`src/rtl/wdk_pkg.sv`:
```
package wdk_pkg;
   localparam logic [15:0] KEY_UNLOCK = 16'h5555;
   localparam logic [15:0] KEY_KICK   = 16'hAAAA;
   localparam logic [15:0] KEY_START  = 16'hCCCC;

   typedef enum logic [1:0] {
      ADR_CMD  = 2'd0,
      ADR_PSC  = 2'd1,
      ADR_RLD  = 2'd2,
      ADR_STAT = 2'd3
   } wdk_addr_e;
endpackage

```
`src/rtl/wdk_keydec.sv`:
```
module wdk_keydec
   import wdk_pkg::*;
#(
   parameter int CMD_W = 16
) (
   input  logic             clk,
   input  logic             rst_n,
   input  logic             cmd_we_i,
   input  logic [CMD_W-1:0] cmd_i,
   output logic             unlock_o,
   output logic             kick_o,
   output logic             start_o
);
   logic is_unlock, is_kick, is_start;
   logic unlock_q;

   assign is_unlock = (cmd_i == CMD_W'(KEY_UNLOCK));
   assign is_kick   = (cmd_i == CMD_W'(KEY_KICK));
   assign is_start  = (cmd_i == CMD_W'(KEY_START));

   always_ff @(posedge clk or negedge rst_n) begin
      if (!rst_n) begin
         unlock_q <= 1'b0;
      end else if (cmd_we_i) begin
         if (is_unlock)                unlock_q <= 1'b1;
         else if (!is_kick && !is_start) unlock_q <= 1'b0;
      end
   end

   assign unlock_o = unlock_q;
   assign kick_o   = cmd_we_i && is_kick;
   assign start_o  = cmd_we_i && is_start;

   assert_relock_R3: assert property (@(posedge clk) disable iff (!rst_n)
      (cmd_we_i && !is_unlock && !is_kick && !is_start) |=> !unlock_o);
   assert_unlock_R3: assert property (@(posedge clk) disable iff (!rst_n)
      (cmd_we_i && is_unlock) |=> unlock_o);
endmodule

```
`src/rtl/wdk_cfg_reg.sv`:
```
module wdk_cfg_reg #(
   parameter int          W        = 12,
   parameter int          BUSY_CYC = 4,
   parameter logic [W-1:0] RST_VAL = '0
) (
   input  logic         clk,
   input  logic         rst_n,
   input  logic         wr_i,
   input  logic         unlock_i,
   input  logic [W-1:0] data_i,
   output logic [W-1:0] shadow_o,
   output logic [W-1:0] active_o,
   output logic         busy_o
);
   localparam int BC_W = $clog2(BUSY_CYC + 1);

   generate
      if (BUSY_CYC < 1) begin : g_bad_busy
         $error("wdk_cfg_reg: BUSY_CYC must be at least 1");
      end
   endgenerate

   logic [BC_W-1:0] bc_q;
   logic [W-1:0]    shadow_q, active_q;
   logic            accept;

   assign busy_o = (bc_q != '0);
   assign accept = wr_i && unlock_i && !busy_o;

   always_ff @(posedge clk or negedge rst_n) begin
      if (!rst_n) begin
         bc_q     <= '0;
         shadow_q <= RST_VAL;
         active_q <= RST_VAL;
      end else if (accept) begin
         bc_q     <= BC_W'(BUSY_CYC);
         shadow_q <= data_i;
      end else if (busy_o) begin
         bc_q <= bc_q - 1'b1;
         if (bc_q == BC_W'(1)) active_q <= shadow_q;
      end
   end

   assign shadow_o = shadow_q;
   assign active_o = active_q;

   assert_busy_set_R6: assert property (@(posedge clk) disable iff (!rst_n)
      accept |=> busy_o);
   assert_active_hold_R6: assert property (@(posedge clk) disable iff (!rst_n)
      busy_o |=> ($stable(active_o) || !busy_o));
   assert_locked_ignore_R4: assert property (@(posedge clk) disable iff (!rst_n)
      (wr_i && !unlock_i) |=> $stable(shadow_o));
endmodule

```
`src/rtl/wdk_prescaler.sv`:
```
module wdk_prescaler #(
   parameter int SEL_W        = 3,
   parameter int NUM_DIV      = 7,
   parameter int MIN_DIV_LOG2 = 2
) (
   input  logic             clk,
   input  logic             rst_n,
   input  logic             run_i,
   input  logic             clr_i,
   input  logic [SEL_W-1:0] sel_i,
   output logic             tick_o
);
   localparam int PRE_W = MIN_DIV_LOG2 + NUM_DIV - 1;

   generate
      if (NUM_DIV < 1 || NUM_DIV > (1 << SEL_W)) begin : g_bad_div
         $error("wdk_prescaler: NUM_DIV must fit the select code");
      end
      if (MIN_DIV_LOG2 < 1) begin : g_bad_min
         $error("wdk_prescaler: MIN_DIV_LOG2 must be at least 1");
      end
   endgenerate

   logic [PRE_W-1:0] lim [NUM_DIV];
   logic [PRE_W-1:0] pre_q;
   logic [SEL_W-1:0] idx;

   for (genvar gi = 0; gi < NUM_DIV; gi++) begin : g_lim
      assign lim[gi] = PRE_W'((1 << (MIN_DIV_LOG2 + gi)) - 1);
   end

   always_comb begin
      idx = SEL_W'(NUM_DIV - 1);
      if (int'(sel_i) < NUM_DIV) idx = sel_i;
   end

   assign tick_o = run_i && (pre_q == lim[idx]);

   always_ff @(posedge clk or negedge rst_n) begin
      if (!rst_n)                  pre_q <= '0;
      else if (clr_i || !run_i)    pre_q <= '0;
      else if (tick_o)             pre_q <= '0;
      else                         pre_q <= pre_q + 1'b1;
   end

   assert_no_tick_idle_R7: assert property (@(posedge clk) disable iff (!rst_n)
      !run_i |-> !tick_o);
   assert_clear_R10: assert property (@(posedge clk) disable iff (!rst_n)
      clr_i |=> (pre_q == '0));
endmodule

```
`src/rtl/wdk_downcnt.sv`:
```
module wdk_downcnt #(
   parameter int CNT_W = 12
) (
   input  logic             clk,
   input  logic             rst_n,
   input  logic             start_i,
   input  logic             kick_i,
   input  logic             tick_i,
   input  logic [CNT_W-1:0] reload_i,
   output logic             running_o,
   output logic             load_o,
   output logic             expire_o
);
   logic [CNT_W-1:0] cnt_q;
   logic             run_q, exp_q;

   assign load_o = kick_i || (start_i && !run_q);

   always_ff @(posedge clk or negedge rst_n) begin
      if (!rst_n) begin
         cnt_q <= '0;
         run_q <= 1'b0;
         exp_q <= 1'b0;
      end else begin
         exp_q <= 1'b0;
         if (start_i) run_q <= 1'b1;
         if (load_o) begin
            cnt_q <= reload_i;
         end else if (run_q && tick_i) begin
            if (cnt_q <= CNT_W'(1)) begin
               cnt_q <= reload_i;
               exp_q <= 1'b1;
            end else begin
               cnt_q <= cnt_q - 1'b1;
            end
         end
      end
   end

   assign running_o = run_q;
   assign expire_o  = exp_q;

   assert_run_sticky_R8: assert property (@(posedge clk) disable iff (!rst_n)
      run_q |=> run_q);
   assert_kick_wins_R10: assert property (@(posedge clk) disable iff (!rst_n)
      load_o |=> !expire_o);
   assert_idle_quiet_R9: assert property (@(posedge clk) disable iff (!rst_n)
      !run_q |=> !expire_o);
endmodule

```
`src/rtl/keyed_wdog.sv`:
```
module keyed_wdog
   import wdk_pkg::*;
#(
   parameter int DATA_W       = 16,
   parameter int CNT_W        = 12,
   parameter int SEL_W        = 3,
   parameter int NUM_DIV      = 7,
   parameter int MIN_DIV_LOG2 = 2,
   parameter int BUSY_CYC     = 4
) (
   input  logic              clk,
   input  logic              rst_n,
   input  logic              bus_we,
   input  logic [1:0]        bus_addr,
   input  logic [DATA_W-1:0] bus_wdata,
   output logic [DATA_W-1:0] bus_rdata,
   output logic              wdog_rst_req
);
   localparam logic [CNT_W-1:0] RLD_RST = '1;

   generate
      if (DATA_W < 16) begin : g_bad_data
         $error("keyed_wdog: DATA_W must hold a 16-bit key");
      end
      if (CNT_W > DATA_W || SEL_W > DATA_W) begin : g_bad_fields
         $error("keyed_wdog: fields must fit the data width");
      end
   endgenerate

   logic             cmd_we, psc_we, rld_we;
   logic             unlock, kick, start;
   logic [SEL_W-1:0] psc_shadow, psc_active;
   logic [CNT_W-1:0] rld_shadow, rld_active;
   logic             psc_busy, rld_busy;
   logic             running, load, tick, expire;

   assign cmd_we = bus_we && (bus_addr == ADR_CMD);
   assign psc_we = bus_we && (bus_addr == ADR_PSC);
   assign rld_we = bus_we && (bus_addr == ADR_RLD);

   wdk_keydec #(.CMD_W(DATA_W)) u_keydec (
      .clk(clk), .rst_n(rst_n), .cmd_we_i(cmd_we), .cmd_i(bus_wdata),
      .unlock_o(unlock), .kick_o(kick), .start_o(start)
   );

   wdk_cfg_reg #(.W(SEL_W), .BUSY_CYC(BUSY_CYC), .RST_VAL('0)) u_psc (
      .clk(clk), .rst_n(rst_n), .wr_i(psc_we), .unlock_i(unlock),
      .data_i(bus_wdata[SEL_W-1:0]), .shadow_o(psc_shadow),
      .active_o(psc_active), .busy_o(psc_busy)
   );

   wdk_cfg_reg #(.W(CNT_W), .BUSY_CYC(BUSY_CYC), .RST_VAL(RLD_RST)) u_rld (
      .clk(clk), .rst_n(rst_n), .wr_i(rld_we), .unlock_i(unlock),
      .data_i(bus_wdata[CNT_W-1:0]), .shadow_o(rld_shadow),
      .active_o(rld_active), .busy_o(rld_busy)
   );

   wdk_prescaler #(.SEL_W(SEL_W), .NUM_DIV(NUM_DIV), .MIN_DIV_LOG2(MIN_DIV_LOG2)) u_pre (
      .clk(clk), .rst_n(rst_n), .run_i(running), .clr_i(load),
      .sel_i(psc_active), .tick_o(tick)
   );

   wdk_downcnt #(.CNT_W(CNT_W)) u_cnt (
      .clk(clk), .rst_n(rst_n), .start_i(start), .kick_i(kick),
      .tick_i(tick), .reload_i(rld_active), .running_o(running),
      .load_o(load), .expire_o(expire)
   );

   always_comb begin
      bus_rdata = '0;
      case (bus_addr)
         ADR_PSC:  bus_rdata[SEL_W-1:0] = psc_shadow;
         ADR_RLD:  bus_rdata[CNT_W-1:0] = rld_shadow;
         ADR_STAT: bus_rdata[1:0]       = {rld_busy, psc_busy};
         default:  bus_rdata = '0;
      endcase
   end

   assign wdog_rst_req = expire;

   assert_single_pulse_R9: assert property (@(posedge clk) disable iff (!rst_n)
      wdog_rst_req |=> !wdog_rst_req);
   assert_cmd_reads_zero_R2: assert property (@(posedge clk) disable iff (!rst_n)
      (bus_addr == ADR_CMD) |-> (bus_rdata == '0));
endmodule

```
`config.mk`:
```
export PLATFORM = sky130hd
export DESIGN_NAME = keyed_wdog
export DESIGN_NICKNAME = d
export VERILOG_FILES = /design/src/rtl/wdk_pkg.sv /design/src/rtl/wdk_keydec.sv /design/src/rtl/wdk_cfg_reg.sv /design/src/rtl/wdk_prescaler.sv /design/src/rtl/wdk_downcnt.sv /design/src/rtl/keyed_wdog.sv
export SDC_FILE = /design/constraint.sdc
export NUM_CORES = 1
export LEC_CHECK = 0
export BUFFER_PORTS_ARGS = -buffer_cell sky130_fd_sc_hd__buf_2
export CAP_MARGIN = 20
export CORE_ASPECT_RATIO = 1.4
export CORE_MARGIN = 10
export CORE_UTILIZATION = 35
export CTS_CLUSTER_DIAMETER = 50
export DETAILED_ROUTE_END_ITERATION = 6
export SLEW_MARGIN = 20
export SYNTH_ARGS = -nofsm -noshare
export SYNTH_HDL_FRONTEND = slang
export SYNTH_HIERARCHICAL = 1
export SYNTH_SLANG_ARGS = --single-unit
export TNS_END_PERCENT = 20
```
`constraint.sdc`:
```
create_clock -name clk -period 4.7 [get_ports clk]
set_input_delay 0.235 -clock clk [delete_from_list [all_inputs] [get_ports clk]]
set_output_delay 0.235 -clock clk [all_outputs]
set_load 0.02 [all_outputs]
```
==> results.cfg <==
[run_status]
run_status = complete, no violations

[final_layout]
finalCoreUtilization_pct = 41.23
diodes = 0
layout-drive-gt1-share_pct = 34.46
syn2layout_area_growth_pct = 16.36
multiInputGateArea_um2 = 1874
regArea_um2 = 1506
nNetsFinal = 383
n_fill_cell = 930

[synthesis]
synth_cells = 310
yosys.area.top_type_share_pct = 25.11
ys.flop_type = dfrtp_1
syn_area_um2 = 3488
ys_async_sr_fraction_pct = 100.0
synth_edf_count = 0
netlist_top_cells_count = 35 x dfrtp_1, 24 x dfstp_2, 16 x and2_1, 16 x mux2_2, 16 x nor2_1
synth-warning-count = 6
yosys.area.top_type = dfrtp_1
yosysMostFrequentCell = dfrtp_1
yosysSeqAreaShare_pct = 43.19
synth.distinct_cells = 66
synthTopCellsByArea = dfrtp_1 25%, dfstp_2 18%, mux2_4 5.6%
synth-seq-cells = 59
synth_area_per_cell_um2 = 11.25

[global_routing]
grt-ovfl-total = 0
grt_pass1_vias = 2581
use_met2_pct = 18.39
antenna_found_initial = 0
busiest_layer = met2
grtUsageTotal_pct = 11.04
grt_use_met1_pct = 12.56
grt_max_degree = 60
grt_pass1_wl_mm = 13.08
met3_usage_pct = 2.884

[timing]
finClkSkew_ns = 0.007030
fmax_ghz = 0.3554
final-hold-violation-count = 0
setup_viol = 0
fin_crit_ns = 2.814
slew_violations = 0
worstMarginPinSlew_ns = 0.9974
fin_crit_sh_pct = 59.87
setup_tns_ns = 0
rsz0062_at_grt = false
max_slew_margin_pct = 33.21

[placed_design]
gp_congestion = 0.8603
portBuffers = 33
hpwl_mm = 5.755

[route]
drtIter0Drc = 135
vias = 2528
wl_per_cell_um = 15.98
first_pass_iters = 5
wirelength_mm = 7.815
drtAntennaViolNets = 0
vias_per_cell = 5.170
route.detailed.drc = 0

[setup_path]
critical_path_class = flip-flop to flip-flop
endpoint_kind = flip-flop
path_max_fanout = 8
critPathRequiredTime_ns = 4.91
critPathLaunchType = flip-flop
cp.arrival_ns = 3.02

[clock_network]
cts_setup_buffers = 0
post_cts_resized = 0
clock-sinks = 59
clk_path_buf_depth = 2
cts_max_level = 3
clockRootBuffer = clkbuf_16
clk_latency_ns = 0.33
cts_tree = done
clk_pin_slew_ns = 0.05
cts_buffers = 9
postCtsHoldBufs = 0

[flow_run]
drv_cap = 0

[power_and_ir_drop]
power_uw = 1787
ir_drop_mv = 0.2557
power.leakage_uw = 0.001866
powerDensity_nw_per_um2 = 440.4

[die]
core_um2 = 9846
die_area_um2 = 14420
die_h_um = 138.1
die_w_um = 104.4
start_util_pct = 35.43
rows = 43
ios = 38

[min_path]
hold_path.class = input pin to asynchronous set/reset pin
==> logic make-up (layout without fill, tap and decap cells) <==
| group | Yosys count | after routing | synth area share, % |
|---|---|---|---|
| adders and majority gates | 13 | 13 | 4.663 |
| DFF | 59 | 59 | 43.18 |
| other | 1 | 4 | 0.1075 |
| buffers and inverters | 23 | 64 | 3.407 |
| xor gates and xnor gates | 9 | 9 | 2.260 |
| muxes | 35 | 35 | 12.59 |
| AOI/OAI and AO/OA | 46 | 46 | 10.04 |
| and+or+nand+nor | 124 | 124 | 23.75 |
==> layout make-up <==
class / instances / share of cell area (%)
Tap cell: 135 / 4.162
Inverter: 14 / 1.295
Multi-Input combinational cell: 231 / 46.18
Clock inverter: 2 / 0.2466
Clock buffer: 14 / 6.751
Timing Repair Buffer: 34 / 4.254
Sequential cell: 59 / 37.11
==> critical path, cell delays in order (launching register included) <==
cell and delay, ns:
dfrtp_1 0.47, o21ai_2 0.09, xnor2_1 0.16, nor4_4 0.43, and3_1 0.28, and2_1 0.32, nand3_1 0.15, or3_1 0.34
and3_1 0.19, a211o_1 0.27
==> registers in the layout (all words and copies together), names as in the netlist, 3 cells and up <==
| signal | cells |
|---|---|
| u_cnt/cnt_q | 12 |
| u_rld/active_o | 12 |
| u_rld/shadow_o | 12 |
| u_pre/pre_q | 8 |
| u_psc/active_o | 3 |
| u_psc/bc_q | 3 |
| u_psc/shadow_o | 3 |
| u_rld/bc_q | 3 |
==> metrics by stage <==
stage          cells  worst slack [ns]  hold slack [ns]  instance area (um^2)
4_1_cts          489             1.890          0.09254                  4059
5_1_grt          489             1.699           0.1141                  4059
2_1_floorplan    313             2.166         -0.06059                  3500
3_3_place_gp     473             1.973           0.4394                  3775
6_report         489             1.886          0.05599                  4059
3_5_place_dp     473             1.915           0.4442                  3775
==> report_power, final <==
group,internal (uW),switching [uW]
Sequential,663,90.8
Clock,398,217
Combinational,218,201
Total,1280,509
==> per-layer routing <==
| layer | up-vias | part of all wire [%] |
|---|---|---|
| met5 | - | 0 |
| met4 | 0 | 1.7 |
| met3 | 9 | 4.9 |
| met2 | 73 | 51 |
| met1 | 1233 | 42 |
| li1 | 1213 | - |
==> layout by cell type (no fill, tap or decap), drive strengths merged, types with 3 or more instances in the layout <==
cell type	count
nor4	6
clkbuf	14
nor3b	5
o211ai	3
nand3	15
dfstp	24
a22oi	3
nand2b	8
xor2	4
inv	14
nor3	4
nand2	15
nor2b	3
ha	13
buf	34
and3	6
nand4	5
o21ai	9
a311oi	7
or4b	3
dfrtp	35
nand4b	5
mux2	32
mux2i	3
or3	3
nor2	17
and2	17
a21oi	6
conb	4
xnor2	5
==> path summary, 6_finish.rpt <==
| path | start | endpoint | slack [ns] | depth (start not counted) |
|---|---|---|---|---|
| worst max-delay path | u_psc/active_o[2] | u_cnt/cnt_q[10] | 1.89 | 9 |
| worst min-delay path | rst_n | u_cnt/cnt_q[7] | 0.06 | 2 |
| worst max register to register | u_psc/active_o[2] | u_cnt/cnt_q[10] | 1.89 | 9 |
| worst min register to register | u_pre/pre_q[0] | u_pre/pre_q[0] | 0.47 | 1 |
| max in group asynchronous | rst_n | u_psc/bc_q[1] | 4.14 | 2 |
| min in group clk | bus_wdata[9] | u_rld/shadow_o[9] | 0.17 | 2 |
Note: power is estimated with default switching activity, not from simulation.
